`config.mk`:
```
export PLATFORM = sky130hd
export DESIGN_NAME = holdoverRampGen
export DESIGN_NICKNAME = d
export VERILOG_FILES = /design/src/rtl/rampPkg.sv /design/src/rtl/rampDatapath.sv /design/src/rtl/rampCtrl.sv /design/src/rtl/holdoverRampGen.sv
export SDC_FILE = /design/constraint.sdc
export NUM_CORES = 1
export LEC_CHECK = 0
export BUFFER_PORTS_ARGS = -buffer_cell sky130_fd_sc_hd__buf_2
export CAP_MARGIN = 20
export CORE_ASPECT_RATIO = 0.7
export CORE_MARGIN = 2
export CORE_UTILIZATION = 25
export CTS_BUF_LIST = sky130_fd_sc_hd__clkbuf_4
export DETAILED_ROUTE_END_ITERATION = 10
export GPL_ROUTABILITY_DRIVEN = 0
export PLACE_DENSITY_LB_ADDON = 0.2
export REMOVE_ABC_BUFFERS = 1
export SYNTH_ARGS = -nofsm -noshare
export SYNTH_HDL_FRONTEND = slang
export SYNTH_SLANG_ARGS = --single-unit
```
`constraint.sdc`:
```
create_clock -name clk -period 3.5 [get_ports clk]
set_input_delay 0.175 -clock clk [delete_from_list [all_inputs] [get_ports clk]]
set_output_delay 0.175 -clock clk [all_outputs]
set_load 0.1 [all_outputs]
```
`src/rtl/rampPkg.sv`:
```
package rampPkg;
  // Strobes from the controller to the datapath
  typedef struct packed {
    logic load;    // capture hold/target, start a ramp
    logic jump;    // go straight to target
    logic stepEn;  // apply one step (clamped at the end)
  } rampCmdT;

  typedef enum logic [0:0] {
    ST_IDLE = 1'b0,
    ST_RAMP = 1'b1
  } rampStateT;
endpackage

```
`src/rtl/rampDatapath.sv`:
```
module rampDatapath
  import rampPkg::*;
#(
  parameter int WORD_W      = 24,
  parameter int STEP_CODE_W = 3,
  parameter int STEP_SHIFT  = 2
) (
  input  logic                   clk,
  input  logic                   rstN,
  input  rampCmdT                cmd,
  input  logic [WORD_W-1:0]      holdWord,
  input  logic [WORD_W-1:0]      targetWord,
  input  logic [STEP_CODE_W-1:0] stepCode,
  output logic [WORD_W-1:0]      freqWord,
  output logic [WORD_W-1:0]      targetLatched,
  output logic                   dirDown,
  output logic                   zeroDiff,
  output logic                   lastStep
);
  localparam int SHIFT_W = STEP_CODE_W + $clog2(STEP_SHIFT + 1);

  logic [STEP_CODE_W-1:0] stepCodeReg;
  logic [WORD_W-1:0]      remaining;
  logic [WORD_W-1:0]      stepSize;
  logic [SHIFT_W-1:0]     shiftAmt;
  logic [WORD_W-1:0]      absDiff;

  assign shiftAmt = SHIFT_W'(stepCodeReg) * SHIFT_W'(STEP_SHIFT);
  assign stepSize = {{(WORD_W-1){1'b0}}, 1'b1} << shiftAmt;
  assign zeroDiff = (holdWord == targetWord);
  assign absDiff  = (targetWord < holdWord) ? (holdWord - targetWord)
                                            : (targetWord - holdWord);
  assign lastStep = (remaining <= stepSize);

  always_ff @(posedge clk) begin
    if (!rstN) begin
      freqWord      <= '0;
      targetLatched <= '0;
      remaining     <= '0;
      dirDown       <= 1'b0;
      stepCodeReg   <= '0;
    end else if (cmd.load) begin
      freqWord      <= holdWord;
      targetLatched <= targetWord;
      remaining     <= absDiff;
      dirDown       <= (targetWord < holdWord);
      stepCodeReg   <= stepCode;
    end else if (cmd.jump) begin
      freqWord      <= targetWord;
      targetLatched <= targetWord;
      remaining     <= '0;
    end else if (cmd.stepEn) begin
      if (lastStep) begin
        freqWord  <= targetLatched;
        remaining <= '0;
      end else begin
        freqWord  <= dirDown ? (freqWord - stepSize) : (freqWord + stepSize);
        remaining <= remaining - stepSize;
      end
    end
  end
endmodule

```
`src/rtl/rampCtrl.sv`:
```
module rampCtrl
  import rampPkg::*;
#(
  parameter int IVL_CODE_W = 3
) (
  input  logic                  clk,
  input  logic                  rstN,
  input  logic                  start,
  input  logic                  bypass,
  input  logic [IVL_CODE_W-1:0] ivlCode,
  input  logic                  zeroDiff,
  input  logic                  lastStep,
  output rampCmdT               cmd,
  output logic                  busy,
  output logic                  done
);
  localparam int CNT_W = 1 << IVL_CODE_W;

  rampStateT             state, nextState;
  logic [IVL_CODE_W-1:0] ivlCodeReg;
  logic [CNT_W-1:0]      cnt;
  logic [CNT_W-1:0]      ivlLast;
  logic                  doneNext;
  logic                  tick;

  assign ivlLast = ({{(CNT_W-1){1'b0}}, 1'b1} << ivlCodeReg) - {{(CNT_W-1){1'b0}}, 1'b1};
  assign tick    = (cnt == ivlLast);

  always_comb begin
    cmd       = '0;
    doneNext  = 1'b0;
    nextState = state;
    if (start) begin
      if (bypass || zeroDiff) begin
        cmd.jump  = 1'b1;
        doneNext  = 1'b1;
        nextState = ST_IDLE;
      end else begin
        cmd.load  = 1'b1;
        nextState = ST_RAMP;
      end
    end else if (state == ST_RAMP && tick) begin
      cmd.stepEn = 1'b1;
      if (lastStep) begin
        doneNext  = 1'b1;
        nextState = ST_IDLE;
      end
    end
  end

  always_ff @(posedge clk) begin
    if (!rstN) begin
      state      <= ST_IDLE;
      done       <= 1'b0;
      cnt        <= '0;
      ivlCodeReg <= '0;
    end else begin
      state <= nextState;
      done  <= doneNext;
      if (cmd.load) begin
        cnt        <= '0;
        ivlCodeReg <= ivlCode;
      end else if (state == ST_RAMP) begin
        cnt <= tick ? '0 : cnt + 1'b1;
      end
    end
  end

  assign busy = (state == ST_RAMP);
endmodule

```
`src/rtl/holdoverRampGen.sv`:
```
module holdoverRampGen
  import rampPkg::*;
#(
  parameter int WORD_W      = 24,
  parameter int STEP_CODE_W = 3,
  parameter int STEP_SHIFT  = 2,
  parameter int IVL_CODE_W  = 3
) (
  input  logic                   clk,
  input  logic                   rstN,
  input  logic                   start,
  input  logic [WORD_W-1:0]      holdWord,
  input  logic [WORD_W-1:0]      targetWord,
  input  logic [STEP_CODE_W-1:0] stepCode,
  input  logic [IVL_CODE_W-1:0]  ivlCode,
  input  logic                   bypass,
  output logic [WORD_W-1:0]      freqWord,
  output logic                   busy,
  output logic                   done
);
  rampCmdT           cmd;
  logic              zeroDiff;
  logic              lastStep;
  logic              dirDown;
  logic [WORD_W-1:0] targetLatched;

  rampCtrl #(.IVL_CODE_W(IVL_CODE_W)) u_ctrl (
    .clk(clk), .rstN(rstN), .start(start), .bypass(bypass),
    .ivlCode(ivlCode), .zeroDiff(zeroDiff), .lastStep(lastStep),
    .cmd(cmd), .busy(busy), .done(done)
  );

  rampDatapath #(
    .WORD_W(WORD_W), .STEP_CODE_W(STEP_CODE_W), .STEP_SHIFT(STEP_SHIFT)
  ) u_dp (
    .clk(clk), .rstN(rstN), .cmd(cmd), .holdWord(holdWord),
    .targetWord(targetWord), .stepCode(stepCode), .freqWord(freqWord),
    .targetLatched(targetLatched), .dirDown(dirDown),
    .zeroDiff(zeroDiff), .lastStep(lastStep)
  );
endmodule

```
**Word-level counts from Yosys, hierarchy flattened**

Cells that the tools add are included.

- Reduce and logical (&&, ||, !) cells: 8
- Magnitude comparators: 2
- Bitwise logic cells: 1
- Add/subtract/negate cells: 7
- Multiplexer cells: 24
- Shift-type cells: 2
- Eq/ne operators: 2

Operator list:

| cell | number |
|---|---|
| 24-bit two-way mux | 12 |
| 24-bit subtractor | 4 |
| 24-bit adder | 1 |
| 24-bit equality test | 1 |
| 24-bit less-or-equal comparator | 1 |
| 24-bit < comparator | 1 |
| 1-bit by 4-bit left shift with 24-bit output (first input constant) | 1 |
| 1-bit two-way mux | 10 |
| 8-bit by 1-bit adder with 8-bit output (second input constant) | 1 |
| 8-bit equality test | 1 |
| 8-bit two-way mux | 1 |
| 1-bit by 3-bit left shift with 8-bit output (first input constant) | 1 |
| 8-bit by 1-bit subtractor with 8-bit output (second input constant) | 1 |
| 2-bit nonzero test | 3 |
| 3-bit nonzero test | 1 |
| 2-bit two-way mux | 1 |
| 2-bit AND reduction | 1 |
| 2-bit OR reduction | 1 |
| 1-bit logical AND | 1 |
| 1-bit logical OR | 1 |
| 1-bit inverter | 1 |

- Output and inout port bits: 26
- Word-level logic and storage cells: 55
- Flip-flop bits (word level): 89

**Longest topological paths before layout**

Gate-level depths: netlist of the first run.

- Word-level depth: 9
- Mapped depth: 16
- Mapped depth without buffers: 14

**Hierarchy**

From an unflattened synthesis of the first run, not the netlist that was laid out.

- Cells, all modules: 1180
- Area, all modules: 8773.4 um2

By module, submodules not included:

| module | cells an instance | instances | area each (um2) |
|---|---|---|---|
| rampDatapath | 1097 | 1 | 8011.4 |
| rampCtrl | 83 | 1 | 762.0 |

**Worst setup path after synthesis of the first run**

Ideal clock, no wire load.

- Path kind: register to register
- Start point: reg u_dp.stepCodeReg[0]
- End point: reg u_dp.freqWord[20]
- Path buffers: 1
- Required time: 3.377 ns
- Data arrival time: 3.506 ns
- Slack: -0.129 ns
- Stages on the path, launching flop included: 16
- Clock period less this slack: 3.629 ns
- Cells stage by stage: dfxtp_1 > clkbuf_1 > or3b_2 > ha_1 > or2_2 > xnor2_1 > ha_1 > a21oi_1 > o21ai_0 > o21ai_0 > a31oi_1 > a41oi_1 > o21ai_0 > nand2_1 > a311oi_1 > a21oi_1

- Cells in the longest elaborated chain, start to end: 7

Ends and longest elaborated chain:

| item | line | source |
|---|---|---|
| start, declared | rampDatapath.sv:22 | `logic [STEP_CODE_W-1:0] stepCodeReg;` |
| start signal, assigned | rampDatapath.sv:47 | `stepCodeReg <= stepCode;` |
| 1-bit by 4-bit left shift with 24-bit output * | rampDatapath.sv:29 | `assign stepSize = {{(WORD_W-1){1'b0}}, 1'b1} << shiftAmt;` |
| 24-bit adder / 24-bit subtractor (equally long branches) | rampDatapath.sv:57 | `freqWord <= dirDown ? (freqWord - stepSize) : (freqWord + stepSize);` |
| 24-bit two-way mux | rampDatapath.sv:57 |  |
| 24-bit two-way mux * | rampDatapath.sv:53 | `if (lastStep) begin` |
| 24-bit two-way mux * | rampDatapath.sv:52 | `end else if (cmd.stepEn) begin` |
| 24-bit two-way mux * | rampDatapath.sv:48 | `end else if (cmd.jump) begin` |
| 24-bit two-way mux * | rampDatapath.sv:42 | `end else if (cmd.load) begin` |
| end signal, assigned | rampDatapath.sv:43 | `freqWord <= holdWord;` |
| end signal, assigned | rampDatapath.sv:49 | `freqWord <= targetWord;` |
| end signal, assigned | rampDatapath.sv:54 | `freqWord <= targetLatched;` |
| end, declared | rampDatapath.sv:14 | `output logic [WORD_W-1:0] freqWord,` |

Every way passes the cells marked *; elsewhere a longest branch is shown, timed or not. The select of a mux whose other input is x is not followed.
A chain may end at the register's enable or synchronous reset.

**Worst setup path after layout of the first run**

- Start point: reg u_dp.stepCodeReg[1]
- End point: reg u_dp.freqWord[23]

Same word-level chain as after synthesis.

==> run metrics, run 1 <==
commonest cells in the netlist a21oi_1, nor2_1, nand2_1, dfxtp_1, ha_1; met1 Usage GRT a little over a quarter; cell accounting for the most synthesized area dfxtp_1; synth-to-layout area growth 23.4%; Final Hold Vio Count 0; Final Skew roughly 0.031 ns; HP Start holdWord[6]; Sequential Power Share between 20% and 30%; Max-slew headroom between 30% and 40%; setup_tns 0 ns; initial antenna violation count 2; vias in the first global route around 8,600; DIE AREA roughly 36,000 sq um; Tmin final 3.49 ns; fin crit share 99.6%; maximum clock path buffer count 2; crit end category register; DR vias/cell around 5.1; Comb pwr share between 60% and 70%; area of the multi-input gates roughly 6500 sq um; share of cells above drive strength 1 18.2%; Synth Warn # 0; detailed placer's ending HPWL roughly 25 mm; row count 57; met3 Usage GRT under 10%; CTS root buffer clkbuf_4; Vias 9,099; CP Max Fanout 4; Post-synth EDFFs 0; Mapped Area 8690 sq um; Crit path arrival time between 4 and 5 ns; DR WL/cell between 15 and 20 um; Slew Limit Fails 0; CP Class reg -> reg; Worst setup SP type register; Lkg Pwr roughly 4.8 nW; worst skew pair latency 0.60 ns; Buffers on Ports between 80 and 90; NetSw ~2.4 mW; most area-consuming cells after synthesis dfxtp_1, ha_1, a21oi_1; share of the synthesized area in the top cell type between 20% and 30%; cells after synthesis roughly 1,200; pin count of the biggest net entering global routing 47; register area 1790 sq um; HP Class in -> reg; # setup viols final 0; clk slew on worst S/H paths 0.16 ns; post-route ant nets 0; ys flop type dfxtp_1; final core utilization 31.1%; nets 1,463; max_cap viols 0; DRC violations left 0; GRT Residual Overflow 0; count leader, synth a21oi_1; post-synthesis sequential area ratio between 20% and 30%; synthesized area per cell between 7 and 8 sq um; TritonCTS clock tree yes; first-pass GRT wire length 49.6 mm; Int Power ~2.5 mW; H-tree Lvls 3; Fmax ~290 MHz; TritonCTS Sinks 89; Pre-Repair DR Iteration Count 5; Slew @ Worst Pin roughly 0.9 ns; CTS Buf Count 9; R2R Path Start u_dp.stepCodeReg[1]$_SDFFE_PN0P_; number of DRC markers in iteration 0 between 600 and 700; GR peak layer met1; boundary pin count 84; Initial Util 25.2%; switching fraction of total power between 40% and 50%; Synth cell types 79; Power Dens Cells 450 nW/um^2; Core Box Area between 30,000 and 40,000 sq um; Peak VDD IR ~230 uV; Worst Path Required 4.03 ns; clock share of power approximately an eighth; fill cell count around 3,800; Global Route met2 Usage approximately 25%; Die Y approximately 160 um; WL final 32.5 mm; gr usage total approximately 18%; RSZ-0062 raised after global routing true; asr flop ratio synth 0%; Critical Path Start u_dp.stepCodeReg[1]$_SDFFE_PN0P_; DIE WIDTH 227 um; outcome complete, no violations; FF+latch count, synth a little under 90
==> kinds of logic after synthesis <==
logic type	Yosys count	share of synthesized area, %
AO/OA/AOI/OAI	393	28.8
XOR/XNOR	45	4.53
adder cells (fa/ha/maj)	87	12.8
buffers and inverters	153	7.37
flip-flops	89	20.5
multiplexers	48	5.60
AND/OR/NAND/NOR	372	20.4
==> what timing repair did <==
| item | in CTS | in global routing |
|---|---|---|
| hold buffers | 37 | 1 |
| buffers inserted | 1 | 4 |
| resized for setup | 16 | 33 |
| setup endpoints to repair | 8 | 34 |
| hold endpoints to repair | 33 | 1 |
| pin swaps | 6 | 11 |
==> path summary, 6_finish.rpt <==
check / end / slack, ns / cells after the start
max reg2reg: u_dp.freqWord[23]$_SDFFE_PN0P_ / 0.01 / 17
min: u_dp.freqWord[6]$_SDFFE_PN0P_ / 0.02 / 3
min reg2reg: u_dp.stepCodeReg[2]$_SDFFE_PN0P_ / 0.51 / 2
max: u_dp.freqWord[23]$_SDFFE_PN0P_ / 0.01 / 17
==> layout make-up <==
cell class / instances / share of cell area [%]
clock inverters: 7 / 0.525
multi-input cells: 945 / 60.7
diodes: 3 / 0.0700
inverters: 77 / 2.69
well taps: 472 / 5.51
flip-flops and latches: 89 / 16.6
repair buffers: 196 / 13.2
clock buffers: 9 / 0.630
==> per-stage QoR <==
step	std cells	hold slack [ns]	cell area, sq um	total power, mW	setup slack [ns]
after global routing	1798	-0.00191	10700	5.18	-0.136
after global placement	1736	0.424	9960	4.03	-0.152
after CTS	1790	0.00237	10500	4.73	0.00409
final	1798	0.0233	10700	4.83	0.0133
after detailed placement	1736	0.426	9960	4.03	-0.231
after floorplan	1111	0.275	8340	3.07	-0.937
==> power groups by stage <==
stage,registers (mW),clock network (mW),logic [mW]
4_1_cts,1.26,0.644,2.82
2_1_floorplan,1.49,0,1.58
6_report,1.27,0.611,2.95
5_1_grt,1.29,0.690,3.21
3_5_place_dp,1.28,0,2.76
3_3_place_gp,1.28,0,2.75
==> layout by cell type, fill, tap and decap left out, types with 10 or more instances in the layout <==
| cell type | count |
|---|---|
| nor3_1 | 23 |
| dfxtp_1 | 86 |
| a21oi_1 | 135 |
| o211ai_1 | 26 |
| o221ai_1 | 14 |
| ha_1 | 80 |
| a21o_1 | 33 |
| nand4_1 | 18 |
| o21ai_0 | 62 |
| buf_2 | 83 |
| xnor2_1 | 26 |
| buf_4 | 68 |
| nor2_1 | 116 |
| dlygate4sd3_1 | 38 |
| nand3_1 | 23 |
| xor2_1 | 18 |
| nand2b_1 | 10 |
| nand2_1 | 109 |
| mux2i_1 | 43 |
| inv_1 | 73 |
| o21a_1 | 13 |
| a211oi_1 | 18 |
==> registers in the layout (all words and copies together), names as in the netlist <==
register and flops:
u_ctrl.busy 1, u_ctrl.cnt 8, u_ctrl.done 1, u_ctrl.ivlCodeReg 3, u_dp.dirDown 1, u_dp.freqWord 24, u_dp.remaining 24, u_dp.stepCodeReg 3
u_dp.targetLatched 24
==> worst max-delay path: stages, from the launching register on <==
cell and delay, ns:
dfxtp_2 0.36, buf_6 0.11, or3_4 0.34, ha_4 0.27, inv_2 0.02, mux2_4 0.27, ha_4 0.28, o21a_1 0.17
o31ai_4 0.10, a21oi_2 0.14, buf_4 0.15, a211oi_2 0.06, buf_4 0.16, o31a_1 0.28, o21ai_2 0.19, nand3_2 0.10
o311a_1 0.31, a21oi_2 0.11
==> layer usage <==
metal	wire, um	share of wire (%)
met5	0	0
met2	13100	40
met1	17100	53
met4	393	1.2
met3	1870	5.8
(Power assumes the default switching activity.)
==> run 2: changes to the inputs <==
- CORE_UTILIZATION: 25 -> 40
- clock period: 3.5 -> 3.2 ns (I/O delays scaled with it)
==> run 2 against run 1 <==
The flow now finishes with violations (setup timing). Design area up 4.0%. Clock power decreased by 4.6%. First-iteration DRC count up 20%. Hold slack improved by 0.020 ns. Die area shrank 37%. Clock-buffer cell count rose by 1. Register-to-register slack lost 0.27 ns. Largest cell class unchanged.
==> run metrics, run 2 (synthesis results as in run 1) <==
CP Max Fanout 2 (-2); Vias 9,348 (+2.7%); post-route ant nets 0 (unchanged); # setup viols final 12 (+12); Power Dens Cells 515 nW/um^2 (+14%); Overall Power 5.74 mW (+19%); DR vias/cell 5.65 (+12%); CTS root buffer clkbuf_4; hold path depth 4 (+1); TritonCTS clock tree yes; Worst Path Required 3.65 ns (-0.38 ns); DR WL/cell 18.2 um (+0.79%); switching fraction of total power 46.3% (-2.8 points); pin count of the biggest net entering global routing 39 (-17%); top flop regs u_dp.freqWord x24, u_dp.remaining x24, u_dp.targetLatched x24; worst slack at placement -0.808 ns (-0.577 ns); crit end category register; final worst-path setup slack -0.254 ns (-0.267 ns); Final Hold Vio Count 0 (unchanged); synth-to-layout area growth 28.3%; Pre-Repair DR Iteration Count 5 (unchanged); Peak VDD IR 272 uV (+18%); area of the multi-input gates 6780 sq um (+4.1%); slowest library cell on the worst path o31a_1; GRT Residual Overflow 0 (unchanged); max_cap viols 0 (unchanged); Max-slew headroom 58.1% (+18 points); Buffers on Ports 83 (unchanged); fill cell count 2,121 (-43%); nets 1,512 (+3.3%); RSZ-0062 raised after global routing true; worst skew pair latency 0.53 ns (-0.07 ns); CP Class reg -> reg; clock share of power 10.2% (-2.4 points); first-pass GRT wire length 47.3 mm (-4.7%); commonest non-fill, non-tap cell in the layout a21oi_1; detailed placer's ending HPWL 22.5 mm (-11%); row count 45 (-21%); Worst R2R Path Depth 16 (-1); final core utilization 51.8% (+21 points); DRC violations left 0 (unchanged); Slew Limit Fails 0 (unchanged); commonest non-fill, non-tap cells in the layout a21oi_1, buf_4, nor2_1; Critical Path Start u_dp.stepCodeReg[1]$_SDFFE_PN0P_; DIE AREA 22,900 sq um (-37%); boundary pin count 84 (unchanged); share of cells above drive strength 1 23.6% (+5.4 points); ordered cell list for the critical path buf_6, or3_4, ha_4, inv_2, mux2_4, ha_4, buf_6, o21a_1, o31ai_4, a21oi_4, a211oi_4, o31a_1, o21ai_2, nand3_2, o311a_1, a21oi_1; Die Y 127 um (-20%); register area 1790 sq um (unchanged); failing checks setup timing; gr usage total 25.8% (+7.9 points); DIE WIDTH 180 um (-21%); Slew @ Worst Pin 0.626 ns (-0.274 ns); Comb pwr share 65.7% (+4.6 points); Worst setup SP type register; Core Box Area 21,500 sq um (-38%); HP Class in -> reg; Tmin final 3.45 ns (-0.0331 ns); initial antenna violation count 1 (-1); number of DRC markers in iteration 0 797 (+20%); WL final 30.1 mm (-7.3%); NetSw 2.66 mW (+12%); Fmax 290 MHz (+0.96%); H-tree Lvls 3 (unchanged); maximum clock path buffer count 2 (unchanged); Crit path arrival time 3.90 ns (-0.12 ns); TritonCTS Sinks 89 (unchanged); clk slew on worst S/H paths 0.16 ns (about the same); outcome finished, violations left; HP Start holdWord[2]; Initial Util 40.4% (+15 points); CTS Buf Count 9 (unchanged); R2R Path Start u_dp.stepCodeReg[1]$_SDFFE_PN0P_; Lkg Pwr 5.07 nW (+6.5%); fin crit share 108% (+8.3 points); Final Skew 0.0285 ns (-0.00289 ns); vias in the first global route 8,730 (+2.1%); slowest cell delay on critical path 0.36 ns (about the same); Sequential Power Share 24.1% (-2.1 points); Int Power 3.08 mW (+25%)
run 2: final timing paths:
check | to | slack, ns
setup / recovery | u_dp.freqWord[23]$_SDFFE_PN0P_ | -0.25
hold / removal | u_dp.freqWord[2]$_SDFFE_PN0P_ | 0.04
setup reg to reg | u_dp.freqWord[23]$_SDFFE_PN0P_ | -0.25
hold reg to reg | u_dp.freqWord[21]$_SDFFE_PN0P_ | 0.49
run 2: layout make-up:
class	count	share of cell area, %
Clock buffer	10	0.673
Sequential cell	89	16.0
Timing Repair Buffer	245	16.5
Clock inverter	5	0.213
Inverter	77	2.59
Multi-Input combinational cell	945	60.8
Tap cell	282	3.16
Antenna cell	1	0.0224
run 2: through the flow:
stage	hold WS [ns]	cell area, sq um	cells	setup TNS (ns)
floorplan	0.260	8340	1111	-40.04
global route	0.0509	11100	1654	-4.17
global placement	0.406	10000	1584	-5.06
detailed placement	0.412	10000	1584	-5.64
CTS	0.0156	10700	1640	-1.27
finish	0.0431	11100	1654	-1.61
run 2: power by group through the flow:
stage / combinational, mW / sequential, mW / clock (mW)
2_1_floorplan: 1.73 / 1.63 / 0
3_3_place_gp: 3.17 / 1.39 / 0
3_5_place_dp: 3.19 / 1.39 / 0
4_1_cts: 3.36 / 1.37 / 0.613
5_1_grt: 4.05 / 1.40 / 0.654
6_report: 3.77 / 1.38 / 0.583
run 2: per-layer routing:
metal	share of wire, %	vias up	track usage, %	wire length, um
li1	-	4627	-	-
met1	50	4413	38.2	15100
met2	42	290	39.1	12700
met3	6.5	18	4.22	1970
met4	1.1	0	5.74	329
met5	0	-	0	0
run 2: worst max-delay path: cells and delay by family (launching register included):
kind / cells / cell delay (ns)
AOI/OAI and AO/OA: 8 / 1.54
adders and majority gates: 2 / 0.55
and+or+nand+nor: 2 / 0.44
DFF: 1 / 0.35
muxes: 1 / 0.28
buffers and inverters: 3 / 0.23
run 2: timing repair:
item | in CTS | in global routing
setup buffers | 9 | 12
hold endpoints to repair | 33 | 0
pin swaps | 17 | 39
gates resized for setup | 46 | 69
setup endpoints to repair | 22 | 49
hold buffers | 33 | 0
gates cloned | 0 | 1
==> run 3: changes to the inputs <==
- SETUP_SLACK_MARGIN: unset -> 0.15
==> run 3 against run 2 <==
The run still ends with setup timing left. Maximum frequency grew 0.90%. Die area is the same. Sequential power is essentially flat. First-iteration DRC count shrank 9.7%. Critical endpoint unchanged. Largest cell class unchanged.
==> run metrics, run 3 (synthesis results as in run 1) <==
slowest cell delay on critical path 0.35 ns (about the same); CP Class reg -> reg; maximum clock path buffer count 2 (unchanged); outcome finished, violations left; synth-to-layout area growth 30.6%; final core utilization 52.8% (+0.94 points); CTS root buffer clkbuf_4; clk slew on worst S/H paths 0.16 ns (about the same); post-route ant nets 0 (unchanged); hold path depth 4 (unchanged); slowest library cell on the worst path dfxtp_2; GRT Residual Overflow 0 (unchanged); TritonCTS clock tree yes; Cell Count, Final, Fillers Out 1,662 (+0.48%); Final Skew 0.0270 ns (-0.00149 ns); Worst R2R Path Depth 16 (unchanged); fill cell count 2,114 (-0.33%); CP Max Fanout 2 (unchanged); fin crit share 107% (-0.96 points); vias in the first global route 8,820 (+1.0%); Final Hold Vio Count 0 (unchanged); Vias 9,374 (+0.28%); DR WL/cell 18.2 um (about the same); Power Dens Cells 522 nW/um^2 (+1.3%); Worst Path Required 3.65 ns (about the same); Initial Util 40.4% (unchanged); DR vias/cell 5.64 (-0.20%); gr usage total 25.9% (+0.13 points); Fmax 292 MHz (+0.90%); Peak VDD IR 287 uV (+5.5%); R2R Path Start u_dp.stepCodeReg[1]$_SDFFE_PN0P_; detailed placer's ending HPWL 22.5 mm (unchanged); # setup viols final 14 (+2); boundary pin count 84 (unchanged); worst slack at placement -0.808 ns (unchanged); Inst Count DP 1,584 (unchanged); failing checks setup timing; crit end category register; DIE AREA 22,900 sq um (unchanged); DIE WIDTH 180 um (unchanged); Crit path arrival time 3.87 ns (-0.03 ns); Core Box Area 21,500 sq um (unchanged); Buffers on Ports 83 (unchanged); Die Y 127 um (unchanged); Cell Area, Placed 10,000 sq um (unchanged); HP Class in -> reg; CTS Buf Count 9 (unchanged); ordered cell list for the critical path buf_6, or3_4, ha_4, inv_2, mux2_4, ha_4, buf_6, o21a_1, o31ai_4, a21oi_4, a211oi_4, o31a_1, o21ai_2, nand3_2, o311a_1, a21oi_1; Max-slew headroom 56.4% (-1.7 points); DRC violations left 0 (unchanged); Slew @ Worst Pin 0.653 ns (+0.0269 ns); WL final 30.3 mm (+0.48%); final instance area 11,400 sq um (+1.8%); HP Start holdWord[2]; commonest non-fill, non-tap cells in the layout a21oi_1, buf_4, nor2_1; Worst setup SP type register; nets 1,520 (+0.53%); max_cap viols 0 (unchanged); Pre-Repair DR Iteration Count 7 (+2); share of cells above drive strength 1 25.6% (+2.0 points); Lkg Pwr 5.10 nW (+0.72%); H-tree Lvls 3 (unchanged); initial antenna violation count 1 (unchanged); commonest non-fill, non-tap cell in the layout a21oi_1; Slew Limit Fails 0 (unchanged); worst skew pair latency 0.52 ns (about the same); final worst-path setup slack -0.223 ns (+0.0307 ns); Tmin final 3.42 ns (-0.0307 ns); number of DRC markers in iteration 0 720 (-9.7%); Critical Path Start u_dp.stepCodeReg[1]$_SDFFE_PN0P_; RSZ-0062 raised after global routing true; first-pass GRT wire length 47.6 mm (+0.73%); pin count of the biggest net entering global routing 39 (unchanged); top flop regs u_dp.freqWord x24, u_dp.remaining x24, u_dp.targetLatched x24; row count 45 (unchanged); TritonCTS Sinks 89 (unchanged)
## run 3: cell count changes in the layout (fill, tap and decap cells not counted), moves of 3 or more
cell	delta
o21ai_0	-8
a211oi_1	-3
a211oi_2	+3
nor2_4	+3
a22oi_1	-4
o21ai_1	+7
a22oi_2	+4
buf_6	+6
## run 3: final timing paths
kind | slack [ns] | to
worst max-delay path | -0.22 | u_dp.freqWord[23]$_SDFFE_PN0P_
worst min-delay path | 0.05 | u_dp.freqWord[2]$_SDFFE_PN0P_
worst max register to register | -0.22 | u_dp.freqWord[23]$_SDFFE_PN0P_
worst min register to register | 0.49 | u_dp.freqWord[21]$_SDFFE_PN0P_
## run 3: worst max-delay path, delay by kind of cell, from the launching register on
kind,cells,cell delay [ns]
flip-flops,1,0.35
multiplexers,1,0.28
buffers and inverters,3,0.23
AND/OR/NAND/NOR,2,0.44
adder cells (fa/ha/maj),2,0.55
AO/OA/AOI/OAI,8,1.50
## run 3: report_power, final
group	internal [mW]	total, mW	switching [mW]	leakage, nW
registers	1.24	1.39	0.142	0.735
logic	1.77	3.95	2.18	4.31
clock network	0.155	0.581	0.426	0.0548
total	3.17	5.92	2.75	5.10
## run 3: final cells by class
class,count,area [sq um],area share [%]
Antenna cell,1,2.50,0.0220
Clock buffer,10,75.1,0.661
Clock inverter,5,23.8,0.209
Multi-Input combinational cell,945,6910,60.8
Inverter,77,289,2.55
Timing Repair Buffer,253,1920,16.9
Sequential cell,89,1790,15.7
Tap cell,282,353,3.11
## run 3: timing repair
action,in CTS,in global routing
endpoints found under the setup margin,47,50
gates resized for setup,75,87
cloned,0,1
hold endpoints to repair,33,0
pin swaps,51,44
setup buffers,13,15
hold buffers,33,0
## run 3: metal layers
| layer | global-route usage (%) | share of wire, % | up-vias |
|---|---|---|---|
| met5 | 0 | 0 | - |
| met4 | 6.17 | 1.4 | 0 |
| met3 | 4.53 | 5.6 | 30 |
| met2 | 39.0 | 42 | 253 |
| met1 | 38.3 | 51 | 4450 |
| li1 | - | - | 4641 |
## run 3: per-stage QoR
stage / total power, mW / hold slack [ns] / TNS (ns)
floorplan: 3.36 / 0.260 / -40.04
global placement: 4.56 / 0.406 / -5.06
detailed placement: 4.58 / 0.412 / -5.64
CTS: 5.45 / 0.0156 / -1.54
global route: 6.30 / 0.0520 / -4.57
finish: 5.92 / 0.0512 / -1.44
